**src/rtl/cctimer.sv**
```systemverilog
module cctimer #(
  parameter int W   = 16,
  parameter int PSW = 3
) (
  input  logic         clk,
  input  logic         rst_n,
  input  logic         wr_en,
  input  logic [2:0]   addr,
  input  logic [W-1:0] wdata,
  output logic [W-1:0] rdata,
  input  logic         ext_clk,
  input  logic         cap_a,
  input  logic         cap_b,
  output logic [1:0]   cmp_out,
  output logic         irq
);
  localparam int PW = (1 << PSW) - 1;
  localparam int CW = PSW + 9;

  logic [CW-1:0] ctrl;
  logic [4:0]    ien, stat;
  logic [W-1:0]  cmp0, cmp1, capa, capb, cnt;
  logic [PW-1:0] pre;
  logic [2:0]    xs, as, bs;

  wire           run  = ctrl[0];
  wire           pwm  = ctrl[1];
  wire           ext  = ctrl[2];
  wire [PSW-1:0] psc  = ctrl[3 +: PSW];
  wire [1:0]     ea   = ctrl[PSW+3 +: 2];
  wire [1:0]     eb   = ctrl[PSW+5 +: 2];
  wire [1:0]     lvl  = ctrl[PSW+7 +: 2];

  wire [PW-1:0] mask = PW'((1 << psc) - 1);
  wire tick  = run & (ext ? (xs[1] & ~xs[2]) : ((pre & mask) == mask));
  wire hit0  = tick && (cnt == cmp0);
  wire hit1  = tick && (cnt == cmp1);
  wire wrap  = pwm && hit0;
  wire ovf   = tick && !wrap && (cnt == {W{1'b1}});
  wire ha    = (ea[0] & as[1] & ~as[2]) | (ea[1] & ~as[1] & as[2]);
  wire hb    = (eb[0] & bs[1] & ~bs[2]) | (eb[1] & ~bs[1] & bs[2]);
  wire wsel  = wr_en && (addr == 3'd2);
  wire [4:0] clr = wsel ? wdata[4:0] : 5'd0;

  assign irq = |(stat & ien);

  always_comb begin
    case (addr)
      3'd0: rdata = W'(ctrl);
      3'd1: rdata = W'(ien);
      3'd2: rdata = W'(stat);
      3'd3: rdata = cmp0;
      3'd4: rdata = cmp1;
      3'd5: rdata = capa;
      3'd6: rdata = capb;
      default: rdata = cnt;
    endcase
  end

  always_ff @(posedge clk or negedge rst_n) begin
    if (!rst_n) begin
      ctrl <= '0; ien <= '0; cmp0 <= '0; cmp1 <= '0;
    end else if (wr_en) begin
      case (addr)
        3'd0: ctrl <= wdata[CW-1:0];
        3'd1: ien  <= wdata[4:0];
        3'd3: cmp0 <= wdata;
        3'd4: cmp1 <= wdata;
        default: ;
      endcase
    end
  end

  always_ff @(posedge clk or negedge rst_n) begin
    if (!rst_n) begin
      xs <= '0; as <= '0; bs <= '0; pre <= '0;
    end else begin
      xs  <= {xs[1:0], ext_clk};
      as  <= {as[1:0], cap_a};
      bs  <= {bs[1:0], cap_b};
      pre <= run ? pre + 1'b1 : '0;
    end
  end

  always_ff @(posedge clk or negedge rst_n) begin
    if (!rst_n)                   cnt <= '0;
    else if (wr_en && addr == 3'd7) cnt <= wdata;
    else if (tick)                cnt <= wrap ? '0 : cnt + 1'b1;
  end

  always_ff @(posedge clk or negedge rst_n) begin
    if (!rst_n) begin
      capa <= '0; capb <= '0; stat <= '0;
    end else begin
      if (ha) capa <= cnt;
      if (hb) capb <= cnt;
      stat <= (stat & ~clr) | {ovf, hit1, hit0, hb, ha};
    end
  end

  always_ff @(posedge clk or negedge rst_n) begin
    if (!rst_n) cmp_out <= '0;
    else if (pwm) begin
      if (hit0)      cmp_out[0] <= 1'b1;
      else if (hit1) cmp_out[0] <= 1'b0;
    end else begin
      if (hit0) cmp_out[0] <= lvl[0];
      if (hit1) cmp_out[1] <= lvl[1];
    end
  end
endmodule

```
**config.mk**
```make
export PLATFORM = sky130hd
export DESIGN_NAME = cctimer
export DESIGN_NICKNAME = d
export VERILOG_FILES = /design/src/rtl/cctimer.sv
export SDC_FILE = /design/constraint.sdc
export NUM_CORES = 1
export LEC_CHECK = 0
export ABC_AREA = 1
export BUFFER_PORTS_ARGS = -buffer_cell sky130_fd_sc_hd__buf_2
export CAP_MARGIN = 20
export CELL_PAD_IN_SITES_DETAIL_PLACEMENT = 0
export CELL_PAD_IN_SITES_GLOBAL_PLACEMENT = 1
export CORE_MARGIN = 3
export CORE_UTILIZATION = 45
export CTS_CLUSTER_SIZE = 30
export DETAILED_ROUTE_END_ITERATION = 10
export MAX_ROUTING_LAYER = met4
export PLACE_DENSITY = 0.77
export SETUP_SLACK_MARGIN = 0.4
export SLEW_MARGIN = 15
export SYNTH_ARGS = -nofsm -noshare
export SYNTH_HDL_FRONTEND = slang
export SYNTH_SLANG_ARGS = --single-unit
export TNS_END_PERCENT = 5
```
**constraint.sdc**
```tcl
create_clock -name clk -period 2.9 [get_ports clk]
set_input_delay 0.29 -clock clk [delete_from_list [all_inputs] [get_ports clk]]
set_output_delay 0.29 -clock clk [all_outputs]
set_load 0.01 [all_outputs]
```
==> metrics.md, run 1 <==
| Metric | Value |
|---|---|
| Final Setup Violations | 0 |
| Number of fill cells | 1,334 |
| Number of port buffers | 43 |
| Minimum clock period | 2.34 ns |
| Post-synthesis instance area | 6440 um2 |
| Number of buffers inserted during clock tree synthesis | 17 |
| Max-cap violation count | 0 |
| Data arrival time of the critical path | ~2.7 ns |
| Core region area | 13,900 um2 |
| Overall routing resource usage | around a quarter |
| Maximum ir drop on the vdd rail | 0.606 mV |
| Sw Ratio | 36.2% |
| Peak Freq | 428 MHz |
| Number of buffers and inverters on the critical path | 2 |
| Effective utilization at floorplan | 46.2% |
| Routed WL per cell | 18.1 um |
| Ratio of final minimum period to clock period | 80.6% |
| Placed insts | 1,018 |
| Final #Nets | 889 |
| Cell internal pwr | roughly 4.3 mW |
| Count of pins over their slew limit | 0 |
| Die Y | 126 um |
| Clock tree from TritonCTS | built |
| Violation count after the first detailed-route iteration | ~470 |
| Nets in the synthesized netlist | 849 |
| Placer's final routability congestion estimate | 0.883 |
| ANT nets after route | 0 |
| Avg Cell Area, Syn | 7.84 um2 |
| Slew at the pin closest to its max-slew limit | between 0.6 and 0.7 ns |
| Crit-path max FO | 18 |
| Worst Hold Class | in2reg |
| Switching power summed over all nets | ~2.4 mW |
| Fin. Hold Viols | 0 |
| Library cell used as clock root buffer | sky130_fd_sc_hd__clkbuf_16 |
| Worst Setup Start Kind | register |
| Worst clock skew | 0.00567 ns |
| Proportion of power drawn by the clock network | 31.8% |
| Combinational power share | between 20% and 30% |
| Post-synth top cells | 213 x sky130_fd_sc_hd__nand2_1, 120 x sky130_fd_sc_hd__dfrtp_1, 110 x sky130_fd_sc_hd__inv_1, 96 x sky130_fd_sc_hd__o21ai_0, 60 x sky130_fd_sc_hd__nand3_1 |
| Top cells by area in the synthesized netlist | sky130_fd_sc_hd__dfrtp_1 47%, sky130_fd_sc_hd__nand2_1 12%, sky130_fd_sc_hd__o21ai_0 7.5% |
| Synth Flop Type | sky130_fd_sc_hd__dfrtp_1 |
| Per-cell via count in the routed design | between 5 and 6 |
| Final cell count without fillers | ~1,100 |
| Relative slew slack | 58.1% |
| Sequential cell area | roughly 3000 um2 |
| Dominant cell by count in the synthesized netlist | sky130_fd_sc_hd__nand2_1 |
| Proportion of layout cells with a drive suffix above 1 | 12.6% |
| Slowest stage cell on the critical path | sky130_fd_sc_hd__dfrtp_2 |
| Run status | finished clean |
| Clk sinks | 120 |
| Boundary Pins | 44 |
| P_leak | 3.63 nW |
| Antenna cell count | 0 |
| Sequence of cells on the critical path | inv_1 > nand3_1 > ha_1 > nand4_1 > nand2_1 > inv_1 > nand2_1 > nand2_1 > o21ai_4 > nand2_4 > nand2_8 > nand3_1 > nand2_1 |
| Maximum number of pins on one net before global-route repair | 55 |
| Insertion delay of the later-clocked pin in the worst-skew pair | 0.42 ns |
| Unique masters post-synth | 40 |
| Worst-case clock buffer depth | 2 |
| Overall routed net length | 19.1 mm |
| Clock transition at the registers of the reported paths | 0.06 ns |
| Area fraction of the dominant cell type after synthesis | 46.6% |
| Synth Instances | 821 |
| Wire length of the first global-routing pass | about 31 mm |
| Die area | 15,800 um2 |
| Initial antenna violation count | 0 |
| Setup TNS Final | 0 ns |
| Sequential group share of total power | about two fifths |
| Row cnt | 43 |
| Power density normalized to cell area | 901 nW/um2 |
| Proportion of register bits with asynchronous set or reset after synthesis | 100% |
| Register area share after synthesis | 46.6% |
| CTS HTree Levels | 4 |
| Detailed-routing iteration count for the pre-antenna-repair pass | 7 |
| Remaining DRCs | 0 |
| Endpoint required time on the critical path | around 3.3 ns |
| Count of flip-flops with a built-in enable after synthesis | 0 |
| HPWL after detailed placement | 13.6 mm |
| Cell area after placement | 6810 um2 |
| Grt total ovfl | 0 |
| Worst stage delay on the critical path | approximately 0.46 ns |
| Area Overhead vs Synth | 15.7% |
| Footprint of the multi-input gates | ~2800 um2 |
| Area leader, netlist | sky130_fd_sc_hd__dfrtp_1 |
| Crit Path Category | reg2reg |
| Setup repair after global routing missed its margin | no |
| Most common cell type on the critical path | sky130_fd_sc_hd__nand2_1 |
| Count of yosys warnings during synthesis | 0 |
| Count of state elements after synthesis | 120 |
| Worst hold slack across all endpoints | 0.148 ns |
| Horiz. Die Dim | 126 um |
| Largest delay share family, worst path | simple AND/OR/NAND/NOR gates |
| Total number of vias | 5,731 |
| Via count of the first global-routing pass | 5,669 |
| Final std cell area, no fill | 7450 um2 |
| Type of destination of the critical path | register |
worst paths after layout:
check	to	from	cells after the start	slack, ns
max	cnt[11]	ctrl[4]	13	0.56
min	cmp0[12]	wdata[12]	3	0.15
max in group asynchronous	cmp0[3]	rst_n	3	1.71
min reg2reg	xs[1]	xs[0]	0	0.35
min in group asynchronous	as[0]	rst_n	2	0.38
max reg2reg	cnt[11]	ctrl[4]	13	0.56
through the flow:
step | power (mW) | setup WS (ns) | util (%)
2_1_floorplan | 3.97 | 0.853 | -
3_3_place_gp | 4.50 | 0.564 | 48.9
3_5_place_dp | 4.56 | 0.457 | 48.9
4_1_cts | 6.72 | 0.411 | 53.4
5_1_grt | 7.18 | 0.401 | 53.5
6_report | 6.71 | 0.562 | 53.5
cell type report:
type	instances	share of cell area (%)
clock buffers	23	6.28
clock inverters	9	1.65
inverters	116	5.91
multi-input cells	547	37.8
flip-flops and latches	120	40.3
well taps	180	3.02
repair buffers	59	5.00
repair_timing:
item,in CTS,in global routing
setup buffers,0,0
setup endpoints to repair,0,18
endpoints found under the hold margin,37,0
gates resized for setup,0,3
hold buffers,4,0
cells by family after synthesis:
kind of cell | Yosys count | share of synthesized area [%]
AOI/OAI and AO/OA | 159 | 14.9
xor gates and xnor gates | 31 | 4.22
adders and majority gates | 3 | 0.583
buffers and inverters | 154 | 9.87
DFF | 120 | 46.6
and+or+nand+nor | 354 | 23.7
per-layer routing:
layer	vias to the layer above	wire (um)	track usage (%)
met3	18	1280	6.66
li1	2761	-	-
met1	2773	9080	36.4
met4	0	197	6.25
met2	179	8560	37.4
met5	-	0	-
layout by cell type (no fill, tap or decap), types with 2 or more instances in the layout:
master                          count
sky130_fd_sc_hd__buf_2             42
sky130_fd_sc_hd__a221oi_1          22
sky130_fd_sc_hd__or2_2              6
sky130_fd_sc_hd__nand2_1          213
sky130_fd_sc_hd__nor3_1            14
sky130_fd_sc_hd__nand3_1           60
sky130_fd_sc_hd__xor2_1             8
sky130_fd_sc_hd__clkbuf_16         17
sky130_fd_sc_hd__a21oi_1            7
sky130_fd_sc_hd__inv_2              4
sky130_fd_sc_hd__ha_1               3
sky130_fd_sc_hd__nor2_2             2
sky130_fd_sc_hd__nand4_1            8
sky130_fd_sc_hd__buf_4             11
sky130_fd_sc_hd__buf_12             2
sky130_fd_sc_hd__dfrtp_2            2
sky130_fd_sc_hd__o221ai_1           5
sky130_fd_sc_hd__dfrtp_1          118
sky130_fd_sc_hd__o21ai_2            2
sky130_fd_sc_hd__clkbuf_8           2
sky130_fd_sc_hd__xnor2_1           23
sky130_fd_sc_hd__o211ai_1           8
sky130_fd_sc_hd__o21ai_0           96
sky130_fd_sc_hd__dlygate4sd3_1      4
sky130_fd_sc_hd__inv_1            110
sky130_fd_sc_hd__nand2_4            2
sky130_fd_sc_hd__nand2_2            2
sky130_fd_sc_hd__bufinv_16          3
sky130_fd_sc_hd__clkinv_2           5
sky130_fd_sc_hd__nor2_1            40
sky130_fd_sc_hd__o22ai_1           16
sky130_fd_sc_hd__clkbuf_1           4
sequential cells by signal, summed over array words and instances, names as in the netlist:
name	count
ien	5
bs	3
ctrl	12
as	3
cnt	16
cmp_out	2
cmp1	16
stat	5
capa	16
xs	3
cmp0	16
pre	7
capb	16
power by group through the flow:
stage | registers (mW) | clock network [mW] | logic (mW)
detailed placement | 2.69 | 0 | 1.87
global route | 2.76 | 2.26 | 2.17
global placement | 2.68 | 0 | 1.82
floorplan | 2.42 | 0 | 1.55
finish | 2.69 | 2.13 | 1.89
CTS | 2.67 | 2.16 | 1.89
worst register-to-register path: cells and delay by family, from the launching register on:
kind / cells / cell delay (ns)
AO/OA/AOI/OAI: 1 / 0.28
adder cells (fa/ha/maj): 1 / 0.27
buffers and inverters: 2 / 0.14
flip-flops: 1 / 0.46
AND/OR/NAND/NOR: 9 / 1.12
Power figures use the tool's default switching activity.
==> inputs of run 2 (changes only) <==
==> constraint.sdc (replaced) <==
create_clock -name clk -period 2.35 [get_ports clk]
set_input_delay 0.235 -clock clk [delete_from_list [all_inputs] [get_ports clk]]
set_output_delay 0.235 -clock clk [all_outputs]
set_load 0.01 [all_outputs]
==> run 2 against run 1 <==
Net effect:
- die area did not move
- combinational power rose by 33%
- core utilization rose by 2.3 points
- maximum frequency rose by 13%
- clock power rose by 41%
- count of clock-buffer cells in the layout did not move
- setup slack got worse by 0.29 ns
- routed wire length barely moved
- via count rose by 2.5%
- final cell count rose by 2.1%
- final area rose by 4.3%
==> metrics.md, run 2 (synthesized netlist as in run 1, its figures left out) <==
| Metric | Value |
|---|---|
| Horiz. Die Dim | 126 um (unchanged) |
| CTS HTree Levels | 4 (unchanged) |
| Initial antenna violation count | 0 (unchanged) |
| Data arrival time of the critical path | 2.38 ns (-0.31 ns) |
| Maximum number of pins on one net before global-route repair | 46 (-16%) |
| Crit Path Category | reg2reg |
| Overall routed net length | 19.1 mm (about the same) |
| ANT nets after route | 0 (unchanged) |
| Maximum ir drop on the vdd rail | 0.557 mV (-8.0%) |
| HPWL after detailed placement | 13.5 mm (-0.57%) |
| Antenna cell count | 0 (unchanged) |
| Overall routing resource usage | 25.8% (+0.049 points) |
| Final std cell area, no fill | 7770 um2 (+4.3%) |
| Grt total ovfl | 0 (unchanged) |
| Switching power summed over all nets | 3.02 mW (+24%) |
| Worst-case reg-to-reg path depth | 13 (unchanged) |
| Sw Ratio | 34.4% (-1.8 points) |
| Cell area after placement | 6920 um2 (+1.7%) |
| Per-cell via count in the routed design | 5.46 (+0.40%) |
| Number of fill cells | 1,306 (-2.1%) |
| Peak Freq | 482 MHz (+13%) |
| Most common cell after layout, fill and taps aside | sky130_fd_sc_hd__nand2_1 |
| Number of buffers inserted during clock tree synthesis | 17 (unchanged) |
| Clock transition at the registers of the reported paths | 0.05 ns (about the same) |
| Power density normalized to cell area | 1130 nW/um2 (+26%) |
| Proportion of power drawn by the clock network | 34.1% (+2.3 points) |
| Most frequent cells in the layout | 213 x sky130_fd_sc_hd__nand2_1, 119 x sky130_fd_sc_hd__dfrtp_1, 109 x sky130_fd_sc_hd__inv_1 |
| Max-cap violation count | 0 (unchanged) |
| Worst hold slack across all endpoints | 0.100 ns (-0.0478 ns) |
| Insertion delay of the later-clocked pin in the worst-skew pair | 0.42 ns (about the same) |
| Row cnt | 43 (unchanged) |
| Die Y | 126 um (unchanged) |
| Worst clock skew | 0.0111 ns (+0.00544 ns) |
| Setup TNS Final | 0 ns (unchanged) |
| Hold Crit Depth | 3 (unchanged) |
| Clk sinks | 120 (unchanged) |
| Worst Hold Class | in2reg |
| Fin. Hold Viols | 0 (unchanged) |
| Endpoint required time on the critical path | 2.66 ns (-0.59 ns) |
| Type of destination of the critical path | register |
| Core region area | 13,900 um2 (unchanged) |
| Area Overhead vs Synth | 20.7% |
| P_leak | 3.80 nW (+4.6%) |
| Boundary Pins | 44 (unchanged) |
| Setup repair after global routing missed its margin | yes |
| Flop-to-flop setup slack | 0.27 ns (-0.29 ns) |
| Minimum clock period | 2.08 ns (-0.262 ns) |
| Final Setup Violations | 0 (unchanged) |
| Count of pins over their slew limit | 0 (unchanged) |
| Proportion of layout cells with a drive suffix above 1 | 15.3% (+2.7 points) |
| Final cell count without fillers | 1,076 (+2.1%) |
| Violation count after the first detailed-route iteration | 469 (unchanged) |
| Library cell used as clock root buffer | sky130_fd_sc_hd__clkbuf_16 |
| Sequential group share of total power | 37.3% (-2.8 points) |
| Die area | 15,800 um2 (unchanged) |
| Relative slew slack | 65.9% (+7.8 points) |
| Routed WL per cell | 17.8 um (-1.9%) |
| Ratio of final minimum period to clock period | 88.3% (+7.7 points) |
| Effective utilization at floorplan | 46.2% (unchanged) |
| Placed insts | 1,032 (+1.4%) |
| Detailed-routing iteration count for the pre-antenna-repair pass | 6 (-1) |
| Wire length of the first global-routing pass | 30.8 mm (-0.47%) |
| Worst-case clock buffer depth | 2 (unchanged) |
| Via count of the first global-routing pass | 5,580 (-1.6%) |
| Number of port buffers | 43 (unchanged) |
| Placer's final routability congestion estimate | 0.957 (+8.3%) |
| Worst Setup Start Kind | register |
| Remaining DRCs | 0 (unchanged) |
| Clock tree from TritonCTS | built |
| Combinational power share | 28.5% (+0.4 points) |
| Crit-path max FO | 17 (-1) |
| Slew at the pin closest to its max-slew limit | 0.507 ns (-0.117 ns) |
| Cell internal pwr | 5.76 mW (+35%) |
| Run status | finished clean |
| Total number of vias | 5,874 (+2.5%) |
| Final #Nets | 912 (+2.6%) |
[run 2: repair_timing]
action	4_1_cts	5_1_grt
hold buffers	4	0
endpoints found under the hold margin	35	0
pin swaps	5	0
endpoints found under the setup margin	22	24
setup buffers	7	0
resized for setup	6	0
gates cloned	2	0
[run 2: worst max-delay path, cell delays in order (launching register included)]
cell                      delay, ns
sky130_fd_sc_hd__dfrtp_2       0.44
sky130_fd_sc_hd__nor2_4        0.12
sky130_fd_sc_hd__nand2_1       0.06
sky130_fd_sc_hd__ha_1          0.27
sky130_fd_sc_hd__or2_4         0.11
sky130_fd_sc_hd__nand3_2       0.04
sky130_fd_sc_hd__nor2_1        0.08
sky130_fd_sc_hd__nand2_1       0.10
sky130_fd_sc_hd__o21ai_4       0.15
sky130_fd_sc_hd__buf_12        0.16
sky130_fd_sc_hd__nand4_4       0.11
sky130_fd_sc_hd__buf_12        0.18
sky130_fd_sc_hd__nand3_1       0.07
sky130_fd_sc_hd__nand2_1       0.06
[run 2: area by class of cell]
type / instances / area, um2 / share of cell area [%]
repair buffers: 80 / 556 / 7.15
clock buffers: 23 / 488 / 6.28
clock inverters: 8 / 190 / 2.45
well taps: 180 / 225 / 2.90
multi-input cells: 549 / 2870 / 36.9
inverters: 116 / 440 / 5.67
flip-flops and latches: 120 / 3000 / 38.7
[run 2: metrics by stage]
step           util, %  total power, mW  worst slack [ns]
2_1_floorplan        -             4.91             0.346
3_3_place_gp      49.7             5.63             0.157
3_5_place_dp      49.7             5.69            0.0744
4_1_cts           55.8             8.80             0.268
5_1_grt           55.8             9.35             0.126
6_report          55.8             8.78             0.274
[run 2: routing by layer]
metal | track usage [%] | vias up | share of wire (%)
met5 | - | - | 0
met4 | 6.51 | 0 | 1.3
met3 | 4.58 | 20 | 6.1
met2 | 37.8 | 219 | 45
met1 | 37.4 | 2819 | 47
li1 | - | 2816 | -
[run 2: path summary, 6_finish.rpt]
path,startpoint,endpoint
min in group asynchronous,rst_n,as[2]
max in group asynchronous,rst_n,ctrl[4]
worst max register to register,ctrl[4],cnt[13]
worst min-delay path,wdata[12],cmp0[12]
worst min register to register,bs[0],bs[1]
worst max-delay path,ctrl[4],cnt[13]
[run 2: power groups by stage]
| stage | clock [mW] | combinational, mW | sequential, mW |
|---|---|---|---|
| floorplan | 0 | 1.92 | 2.99 |
| CTS | 3.03 | 2.51 | 3.27 |
| finish | 3.00 | 2.51 | 3.28 |
| detailed placement | 0 | 2.39 | 3.30 |
| global placement | 0 | 2.35 | 3.28 |
| global route | 3.13 | 2.86 | 3.36 |
==> inputs of run 3 (changes only) <==
--- a/config.mk
+++ b/config.mk
@@ -16,7 +16,6 @@
 export DETAILED_ROUTE_END_ITERATION = 10
 export MAX_ROUTING_LAYER = met4
 export PLACE_DENSITY = 0.77
-export SETUP_SLACK_MARGIN = 0.4
 export SLEW_MARGIN = 15
 export SYNTH_ARGS = -nofsm -noshare
 export SYNTH_HDL_FRONTEND = slang
==> run 3 against run 2 <==
Net effect:
- clock power decreased by 20%
- worst hold slack got worse by 0.0063 ns
- final area decreased by 2.9%
- critical endpoint is now cnt[6]
- final cell count decreased by 0.84%
- die area unchanged
- highest routed layer unchanged
==> metrics.md, run 3 (synthesized netlist as in run 1, its figures left out) <==
| Metric | Value |
|---|---|
| HPWL after detailed placement | 13.3 mm (-1.2%) |
| Horiz. Die Dim | 126 um (unchanged) |
| Fin. Hold Viols | 0 (unchanged) |
| Worst clock skew | 0.00838 ns (-0.00273 ns) |
| Routed WL per cell | 17.9 um (+0.82%) |
| ANT nets after route | 0 (unchanged) |
| Power density normalized to cell area | 1080 nW/um2 (-4.6%) |
| Overall routing resource usage | 25.2% (-0.59 points) |
| Data arrival time of the critical path | 2.51 ns (+0.13 ns) |
| Number of port buffers | 43 (unchanged) |
| Placer's final routability congestion estimate | 0.959 (+0.26%) |
| Ratio of final minimum period to clock period | 93.6% (+5.3 points) |
| Clock transition at the registers of the reported paths | 0.06 ns (about the same) |
| Power Total | 8.14 mW (-7.3%) |
| R2R Path End | cnt[6] |
| Worst-case clock buffer depth | 2 (unchanged) |
| Worst-case reg-to-reg path depth | 13 (unchanged) |
| Final Setup Violations | 0 (unchanged) |
| Relative slew slack | 63.0% (-2.9 points) |
| Least setup slack across all paths after layout | 0.150 ns (-0.124 ns) |
| Die area | 15,800 um2 (unchanged) |
| Most common cell after layout, fill and taps aside | sky130_fd_sc_hd__nand2_1 |
| Boundary Pins | 44 (unchanged) |
| Type of destination of the critical path | register |
| Clk sinks | 120 (unchanged) |
| Maximum ir drop on the vdd rail | 0.560 mV (+0.53%) |
| Peak Freq | 455 MHz (-5.7%) |
| Most frequent cells in the layout | 213 x sky130_fd_sc_hd__nand2_1, 119 x sky130_fd_sc_hd__dfrtp_1, 110 x sky130_fd_sc_hd__inv_1 |
| Worst Setup EP | cnt[6] |
| Worst Hold Class | in2reg |
| CTS HTree Levels | 4 (unchanged) |
| Proportion of layout cells with a drive suffix above 1 | 14.0% (-1.3 points) |
| Overall routed net length | 19.1 mm (about the same) |
| Endpoint required time on the critical path | 2.66 ns (about the same) |
| Final #Nets | 902 (-1.1%) |
| Row cnt | 43 (unchanged) |
| Crit Path Category | reg2reg |
| Worst setup path startpoint | ctrl[4] |
| Maximum number of pins on one net before global-route repair | 43 (-6.5%) |
| Library cell used as clock root buffer | sky130_fd_sc_hd__clkbuf_16 |
| Crit-path max FO | 16 (-1) |
| Max-cap violation count | 0 (unchanged) |
| Remaining DRCs | 0 (unchanged) |
| Effective utilization at floorplan | 46.2% (unchanged) |
| Area Overhead vs Synth | 17.2% |
| Detailed-routing iteration count for the pre-antenna-repair pass | 5 (-1) |
| Minimum clock period | 2.20 ns (+0.124 ns) |
| Per-cell via count in the routed design | 5.43 (-0.51%) |
| Worst Setup Start Kind | register |
| Count of pins over their slew limit | 0 (unchanged) |
| Wire length of the first global-routing pass | 30.2 mm (-2.0%) |
| Run status | finished clean |
| Worst-case setup slack after placement | 0.0430 ns (-0.0314 ns) |
| Clock tree from TritonCTS | built |
| Via count of the first global-routing pass | 5,452 (-2.3%) |
| Flop-to-flop setup slack | 0.15 ns (-0.12 ns) |
| Antenna cell count | 0 (unchanged) |
| Startpoint of the lowest-slack register-to-register path | ctrl[4] |
| Die Y | 126 um (unchanged) |
| Grt total ovfl | 0 (unchanged) |
| Initial antenna violation count | 0 (unchanged) |
| Insertion delay of the later-clocked pin in the worst-skew pair | 0.42 ns (about the same) |
| Total number of vias | 5,795 (-1.3%) |
| Violation count after the first detailed-route iteration | 571 (+22%) |
| Number of buffers inserted during clock tree synthesis | 17 (unchanged) |
| Slew at the pin closest to its max-slew limit | 0.555 ns (+0.0479 ns) |
| Core region area | 13,900 um2 (unchanged) |
| P_leak | 3.69 nW (-2.6%) |
-- run 3: cell count changes in the layout (fill, tap and decap cells not counted), sizes merged --
cell and delta:
clkinv +8, buf -9, bufinv -5, clkbuf -2, nand2 -1
-- run 3: final cells by class --
cell class,count,area [um2]
clock buffers,21,460
fillers,1327,6390
inverters,116,440
repair buffers,71,500
multi-input cells,548,2840
flip-flops and latches,120,3000
well taps,180,225
clock inverters,11,80.1
-- run 3: how the worst min path moves through the flow --
| stage | startpoint | cells past startpoint | slack, ns | to |
|---|---|---|---|---|
| final | wdata[12] | 3 | 0.09 | cmp1[12] |
| after global routing | wdata[15] | 3 | 0.11 | cmp0[15] |
| after CTS | wdata[12] | 3 | 0.09 | cmp1[12] |
| after detailed placement | rst_n | 1 | 0.26 | capa[8] |
| after global placement | rst_n | 1 | 0.25 | capb[8] |
| after floorplan | rst_n | 0 | -0.06 | as[0] |
-- run 3: worst max-delay path: stages, from the launching register on --
cell,delay [ns]
sky130_fd_sc_hd__dfrtp_2,0.45
sky130_fd_sc_hd__nor2_4,0.15
sky130_fd_sc_hd__nand2_1,0.07
sky130_fd_sc_hd__ha_1,0.29
sky130_fd_sc_hd__or2_2,0.29
sky130_fd_sc_hd__nand3_1,0.07
sky130_fd_sc_hd__nor2_1,0.04
sky130_fd_sc_hd__nand2_1,0.11
sky130_fd_sc_hd__o21ai_4,0.08
sky130_fd_sc_hd__buf_12,0.15
sky130_fd_sc_hd__nand2_8,0.11
sky130_fd_sc_hd__nand2_8,0.12
sky130_fd_sc_hd__nand3_1,0.11
sky130_fd_sc_hd__nand2_1,0.06
-- run 3: stage by stage --
| stage | std cells | utilization [%] | TNS, ns | hold WS (ns) | instance area (um2) |
|---|---|---|---|---|---|
| 3_5_place_dp | 1028 | 49.5 | 0 | 0.264 | 6900 |
| 5_1_grt | 1067 | 54.2 | -0.00239 | 0.108 | 7550 |
| 2_1_floorplan | 821 | - | 0 | -0.0606 | 6440 |
| 4_1_cts | 1064 | 53.7 | 0 | 0.0882 | 7480 |
| 6_report | 1067 | 54.2 | 0 | 0.0938 | 7550 |
| 3_3_place_gp | 1028 | 49.5 | 0 | 0.252 | 6900 |
-- run 3: where the power goes --
group	switching [mW]	internal (mW)
clock network	0.910	1.49
registers	0.651	2.64
logic	1.47	0.992
-- run 3: what timing repair did --
action,4_1_cts,5_1_grt
setup endpoints to repair,0,18
setup buffers,0,2
hold buffers,4,0
gates resized for setup,0,3
hold endpoints to repair,40,0
-- run 3: metal layers --
layer  up-vias  wire length, um  global-route usage (%)
met5         -                0                       -
met4         0              195                    5.42
met3        18             1490                    5.34
met2       234             8450                    36.3
met1      2759             8990                    36.9
li1       2784                -                       -
